[config.mk]
export PLATFORM = sky130hd
export DESIGN_NAME = vcTimestampUnit
export DESIGN_NICKNAME = d
export VERILOG_FILES = /design/src/rtl/vcPkg.sv /design/src/rtl/vcCtrl.sv /design/src/rtl/vcDatapath.sv /design/src/rtl/vcCompare.sv /design/src/rtl/vcTimestampUnit.sv
export SDC_FILE = /design/constraint.sdc
export NUM_CORES = 1
export LEC_CHECK = 0
export BUFFER_PORTS_ARGS = -buffer_cell sky130_fd_sc_hd__buf_2
export CAP_MARGIN = 40
export CORE_MARGIN = 2
export CORE_UTILIZATION = 52
export DETAILED_ROUTE_END_ITERATION = 16
export GPL_ROUTABILITY_DRIVEN = 0
export HOLD_SLACK_MARGIN = 0.02
export PLACE_DENSITY = 0.87
export SKIP_CTS_REPAIR_TIMING = 1
export SLEW_MARGIN = 20
export SYNTH_ARGS = -nofsm -noshare
export SYNTH_HDL_FRONTEND = slang
export SYNTH_SLANG_ARGS = --single-unit
[constraint.sdc]
create_clock -name clk -period 4.9 [get_ports clk]
set_clock_uncertainty 0.1 [all_clocks]
set_input_delay 0.245 -clock clk [delete_from_list [all_inputs] [get_ports clk]]
set_output_delay 0.245 -clock clk [all_outputs]
set_load 0.03 [all_outputs]
[src/rtl/vcPkg.sv]
package vcPkg;

  // Strobes from control to datapath for one accepted lock event.
  typedef struct packed {
    logic bump;     // update the selected thread's vector
    logic merge;    // fold the lock vector in (acquire)
    logic publish;  // capture the result for export (release)
  } vcStrobe_t;

endpackage

[src/rtl/vcCtrl.sv]
module vcCtrl
  import vcPkg::*;
#(
  parameter int NumThreads = 4,
  parameter int TidW = 2
) (
  input  logic            clk,
  input  logic            rstN,
  input  logic            evtValid,
  input  logic            evtIsAcquire,
  input  logic [TidW-1:0] evtTid,
  input  logic            satHit,
  output vcStrobe_t       strobe,
  output logic            relValid,
  output logic [TidW-1:0] relTid,
  output logic            ovfFlag
);

  logic tidOk;

  // Ids beyond the thread count are dropped (only possible for non-power-of-two counts).
  assign tidOk = (int'(evtTid) < NumThreads);

  always_comb begin
    strobe.bump    = evtValid && tidOk;
    strobe.merge   = evtValid && tidOk && evtIsAcquire;
    strobe.publish = evtValid && tidOk && !evtIsAcquire;
  end

  always_ff @(posedge clk) begin
    if (!rstN) begin
      relValid <= 1'b0;
      relTid   <= '0;
      ovfFlag  <= 1'b0;
    end else begin
      relValid <= strobe.publish;
      if (strobe.publish) relTid <= evtTid;
      if (strobe.bump && satHit) ovfFlag <= 1'b1;
    end
  end

endmodule

[src/rtl/vcDatapath.sv]
module vcDatapath
  import vcPkg::*;
#(
  parameter int NumThreads = 4,
  parameter int CntWidth = 8,
  parameter int TidW = 2
) (
  input  logic                                 clk,
  input  logic                                 rstN,
  input  vcStrobe_t                            strobe,
  input  logic [TidW-1:0]                      evtTid,
  input  logic [NumThreads-1:0][CntWidth-1:0]  lockVec,
  input  logic [TidW-1:0]                      readTid,
  output logic [NumThreads-1:0][CntWidth-1:0]  readVec,
  output logic [NumThreads-1:0][CntWidth-1:0]  relVec,
  output logic                                 satHit
);

  localparam logic [CntWidth-1:0] CntMax = '1;

  typedef logic [NumThreads-1:0][CntWidth-1:0] vec_t;

  vec_t vecQ [NumThreads];
  vec_t ownVec;
  vec_t mergedVec;
  vec_t nextVec;
  vec_t relVecQ;

  assign ownVec = vecQ[evtTid];

  // Element-wise maximum against the lock's vector, only on acquire.
  for (genvar k = 0; k < NumThreads; k++) begin : g_merge
    assign mergedVec[k] = (strobe.merge && (lockVec[k] > ownVec[k])) ? lockVec[k] : ownVec[k];
  end

  assign satHit = (mergedVec[evtTid] == CntMax);

  // Saturating increment of the executing thread's own component.
  always_comb begin
    nextVec = mergedVec;
    if (!satHit) nextVec[evtTid] = mergedVec[evtTid] + 1'b1;
  end

  for (genvar t = 0; t < NumThreads; t++) begin : g_thread
    always_ff @(posedge clk) begin
      if (!rstN) begin
        vecQ[t] <= '0;
      end else if (strobe.bump && (evtTid == TidW'(t))) begin
        vecQ[t] <= nextVec;
      end
    end
  end

  always_ff @(posedge clk) begin
    if (!rstN) begin
      relVecQ <= '0;
    end else if (strobe.publish) begin
      relVecQ <= nextVec;
    end
  end

  assign relVec  = relVecQ;
  assign readVec = vecQ[readTid];

endmodule

[src/rtl/vcCompare.sv]
module vcCompare #(
  parameter int NumThreads = 4,
  parameter int CntWidth = 8
) (
  input  logic [NumThreads-1:0][CntWidth-1:0] vecA,
  input  logic [NumThreads-1:0][CntWidth-1:0] vecB,
  output logic                                aBeforeB,
  output logic                                bBeforeA,
  output logic                                isEqual,
  output logic                                isConcurrent
);

  logic [NumThreads-1:0] aLess;
  logic [NumThreads-1:0] aMore;

  for (genvar k = 0; k < NumThreads; k++) begin : g_cmp
    assign aLess[k] = vecA[k] < vecB[k];
    assign aMore[k] = vecA[k] > vecB[k];
  end

  assign aBeforeB     = (|aLess) && !(|aMore);
  assign bBeforeA     = (|aMore) && !(|aLess);
  assign isEqual      = !(|aLess) && !(|aMore);
  assign isConcurrent = (|aLess) && (|aMore);

endmodule

[src/rtl/vcTimestampUnit.sv]
module vcTimestampUnit
  import vcPkg::*;
#(
  parameter int NumThreads = 4,
  parameter int CntWidth = 8,
  localparam int TidW = (NumThreads > 1) ? $clog2(NumThreads) : 1,
  localparam int VecW = NumThreads * CntWidth
) (
  input  logic            clk,
  input  logic            rstN,
  input  logic            evtValid,
  input  logic            evtIsAcquire,
  input  logic [TidW-1:0] evtTid,
  input  logic [VecW-1:0] lockVecIn,
  input  logic [TidW-1:0] readTid,
  output logic [VecW-1:0] readVec,
  output logic            relValid,
  output logic [TidW-1:0] relTid,
  output logic [VecW-1:0] relVec,
  output logic            ovfFlag,
  input  logic [VecW-1:0] cmpA,
  input  logic [VecW-1:0] cmpB,
  output logic            cmpAbeforeB,
  output logic            cmpBbeforeA,
  output logic            cmpEqual,
  output logic            cmpConcurrent
);

  vcStrobe_t strobe;
  logic      satHit;

  vcCtrl #(
    .NumThreads(NumThreads),
    .TidW(TidW)
  ) i_ctrl (
    .clk(clk),
    .rstN(rstN),
    .evtValid(evtValid),
    .evtIsAcquire(evtIsAcquire),
    .evtTid(evtTid),
    .satHit(satHit),
    .strobe(strobe),
    .relValid(relValid),
    .relTid(relTid),
    .ovfFlag(ovfFlag)
  );

  vcDatapath #(
    .NumThreads(NumThreads),
    .CntWidth(CntWidth),
    .TidW(TidW)
  ) i_dp (
    .clk(clk),
    .rstN(rstN),
    .strobe(strobe),
    .evtTid(evtTid),
    .lockVec(lockVecIn),
    .readTid(readTid),
    .readVec(readVec),
    .relVec(relVec),
    .satHit(satHit)
  );

  vcCompare #(
    .NumThreads(NumThreads),
    .CntWidth(CntWidth)
  ) i_cmp (
    .vecA(cmpA),
    .vecB(cmpB),
    .aBeforeB(cmpAbeforeB),
    .bBeforeA(cmpBbeforeA),
    .isEqual(cmpEqual),
    .isConcurrent(cmpConcurrent)
  );

endmodule

==> key figures <==
Global routing
  – First-pass GRT wire length: 51900 µm
  – Total global-route track usage: 0.318
  – Antenna violations before repair: 1
  – Largest net degree at the start of global routing: 36
  – Vias in the first global route: 9463
  – Remaining global-route overflow: 0

Pwr
  – Gate power share: 0.268
  – Pint: 2810 µW
  – Psw: 1270 µW
  – Sw Share: 0.311
  – Clock power share: 0.331
  – Total power: 4080 µW
  – Lkg Pwr: 0.00566 µW
  – Max IR drop VDD: 285 µV
  – Share of power burned in registers: 0.400
  – Pwr per Cell Area: 315 nW/µm²

Logic synthesis
  – Register area share after synthesis: 0.435
  – Synth cell types: 69
  – Syn avg cell area: 11.6 µm²
  – Yosys top cell by area: edfxtp_1
  – Synth top area cells: edfxtp_1 37%, mux4_2 11%, ha_1 7.8%
  – Syn Inst Count: 907
  – Syn Nets: 1076
  – Post-synth EDFFs: 128
  – Post-synth top area share: 0.366
  – Post-synth ARST share: 0
  – Post-Syn Area: 10500 µm²
  – Warnings from Yosys: 0
  – Main synth FF type: edfxtp_1
  – Seq cells post-synth: 164

Clocking
  – Clk root buf: clkbuf_16
  – TritonCTS Sinks: 164
  – H-tree levels: 4
  – Reg clk slew, reported paths: 0.07 ns
  – Max clock buf depth: 2
  – Clock Latency Late Sink: 0.44 ns
  – CTS buffer count: 17
  – CTS tree: built

Floorplan
  – Die width: 146 µm
  – Die area: 21300 µm²
  – CORE AREA: 19700 µm²
  – Initial Util: 0.534
  – Die Y-Extent: 146 µm
  – IO Pins: 176
  – # rows: 51

Cells and area
  – Final non-filler cell total: 1430
  – Syn-to-layout area delta: 23.5%
  – Finished Cell Area: 13000 µm²
  – Commonest cells after routing, fill and taps aside: 175 x buf_2, 142 x nor2_1, 128 x edfxtp_1, 90 x buf_4, 67 x inv_1
  – Fillers: 1434
  – Most common cell after layout, fill and taps aside: buf_2
  – Share of cells above drive strength 1: 0.350
  – Fin nets: 1319

Timing
  – Slew Viols, Final: 0
  – Worst-margin pin slew: 0.840 ns
  – Final worst slack: 0.124 ns
  – Endpoints failing setup: 0
  – Rel. slew slack: 0.438
  – Final worst path period need: 4.78 ns
  – Max frequency: 0.209 GHz
  – Period Utilization, post-route: 0.975
  – Final hold vios: 0

Outcome
  – Status: completed

Detailed routing
  – Vias per Instance: 6.43
  – Routed WL per cell: 23.8 µm
  – Post-route DRC: 0
  – Total number of vias: 9191
  – Final wirelength: 34000 µm
  – Drt first pass iters: 6
  – Drt first-iter violations: 1265
  – Final ANT Viol Nets: 0

Job
  – Max Cap Violations: 0

Placed design
  – DP Area: 12200 µm²
  – IO buf count: 175
  – Placed insts: 1387
  – Pre-CTS setup slack: -0.197 ns
  – Post-DP HPWL: 24100 µm

Setup path
  – CP Max Fanout: 28
  – CP startpoint kind: input pin
  – Worst endpoint required time: 5.12 ns
  – Worst Setup End Kind: flip-flop
  – Arrival time worst endpoint: 4.99 ns
  – Worst setup path class: input pin to flip-flop

Min path
  – Min-delay worst type: input pin to flip-flop
==> registers in the layout, indices dropped and copies added, names as in the netlist <==
signal	flops
i_ctrl.ovfFlag	1
i_ctrl.relTid	2
i_ctrl.relValid	1
i_dp.relVec	32
i_dp.vecQ	128
==> metal layers <==
metal  vias to the layer above  share of wire  track usage
met1                      4322           0.35        0.366
met5                         -              0            0
met4                         0          0.056        0.162
met3                       175           0.13        0.116
li1                       3932              -            -
met2                       762           0.47        0.525
==> power groups by stage <==
stage                     sequential (µW)  combinational (µW)  clock (µW)
after floorplan                      1670                 604           0
after CTS                            1630                1050        1350
after global routing                 1640                1160        1410
final                                1640                1100        1350
after global placement               1650                1000           0
after detailed placement             1660                1040           0
==> worst paths after layout <==
kind	from	end	slack [ns]	depth (start not counted)
hold reg to reg	i_dp.relVec[17]	i_dp.relVec[17]	0.37	2
setup reg to reg	i_dp.vecQ[2][17]	i_dp.relVec[23]	0.14	15
hold / removal	rstN	i_dp.relVec[12]	0.16	3
setup / recovery	evtTid[1]	i_dp.relVec[23]	0.12	18
==> logic make-up (layout without fill, tap and decap cells) <==
family / count (synthesis) / count (layout) / synth area share
simple gates: 286 / 286 / 0.128
compound gates: 164 / 164 / 0.115
flops: 164 / 164 / 0.435
buf+inv: 119 / 375 / 0.0504
mux: 106 / 106 / 0.191
fa+ha+maj: 65 / 65 / 0.0775
xor+xnor: 3 / 3 / 0.00250
other cells: 0 / 2 / 0
==> per-stage QoR <==
stage          TNS [ns]  hold slack (ns)   util
4_1_cts               0            0.143  0.652
3_5_place_dp      -3.66            0.365  0.622
3_3_place_gp     -0.310            0.349  0.619
2_1_floorplan         0            0.359      -
6_report              0            0.156  0.659
5_1_grt         -0.0255            0.169  0.659
==> synthesized netlist by cell type, types with 3 or more instances <==
| cell | instances |
|---|---|
| nor2_1 | 142 |
| edfxtp_1 | 128 |
| inv_1 | 67 |
| ha_1 | 65 |
| mux4_2 | 49 |
| nand2_1 | 39 |
| a21oi_1 | 38 |
| dfxtp_1 | 36 |
| o21ai_0 | 29 |
| clkbuf_1 | 28 |
| mux2i_1 | 25 |
| nor3_1 | 20 |
| mux4_1 | 19 |
| nand3_1 | 17 |
| nand4_1 | 17 |
| a211oi_1 | 14 |
| nor2b_1 | 14 |
| mux2_2 | 11 |
| a21o_1 | 9 |
| nand2b_1 | 9 |
| buf_2 | 8 |
| o31ai_1 | 8 |
| buf_1 | 7 |
| buf_6 | 7 |
| o21a_1 | 7 |
| a32oi_1 | 6 |
| nor3b_1 | 6 |
| a31oi_1 | 5 |
| o31ai_4 | 5 |
| a21oi_2 | 4 |
| a22o_1 | 4 |
| nor4_1 | 4 |
| a211oi_2 | 3 |
| a21boi_0 | 3 |
| a311oi_1 | 3 |
| and2_1 | 3 |
| o211ai_1 | 3 |
| o21ai_1 | 3 |
| o311ai_0 | 3 |
| or2_2 | 3 |
| xnor2_1 | 3 |
==> layout make-up <==
cell class / instances / area, µm² / area share
Antenna cell: 2 / 5.00 / 0.000386
Clock inverter: 11 / 121 / 0.00937
Sequential cell: 164 / 4560 / 0.352
Timing Repair Buffer: 276 / 1750 / 0.135
Tap cell: 265 / 332 / 0.0256
Clock buffer: 21 / 472 / 0.0364
Inverter: 67 / 251 / 0.0194
Multi-Input combinational cell: 624 / 5470 / 0.422
==> critical path: stages <==
cell       delay, ns
buf_2           0.58
buf_4           0.31
mux4_1          0.33
inv_1           0.11
ha_1            0.24
nor2b_1         0.13
o211ai_1        0.20
a31oi_2         0.17
nand2_4         0.14
buf_4           0.15
mux2i_1         0.14
buf_4           0.17
a2111oi_1       0.47
nand4_1         0.20
buf_4           0.18
o31ai_2         0.44
nand2_1         0.34
o31ai_1         0.40
(Power assumes the default switching activity.)
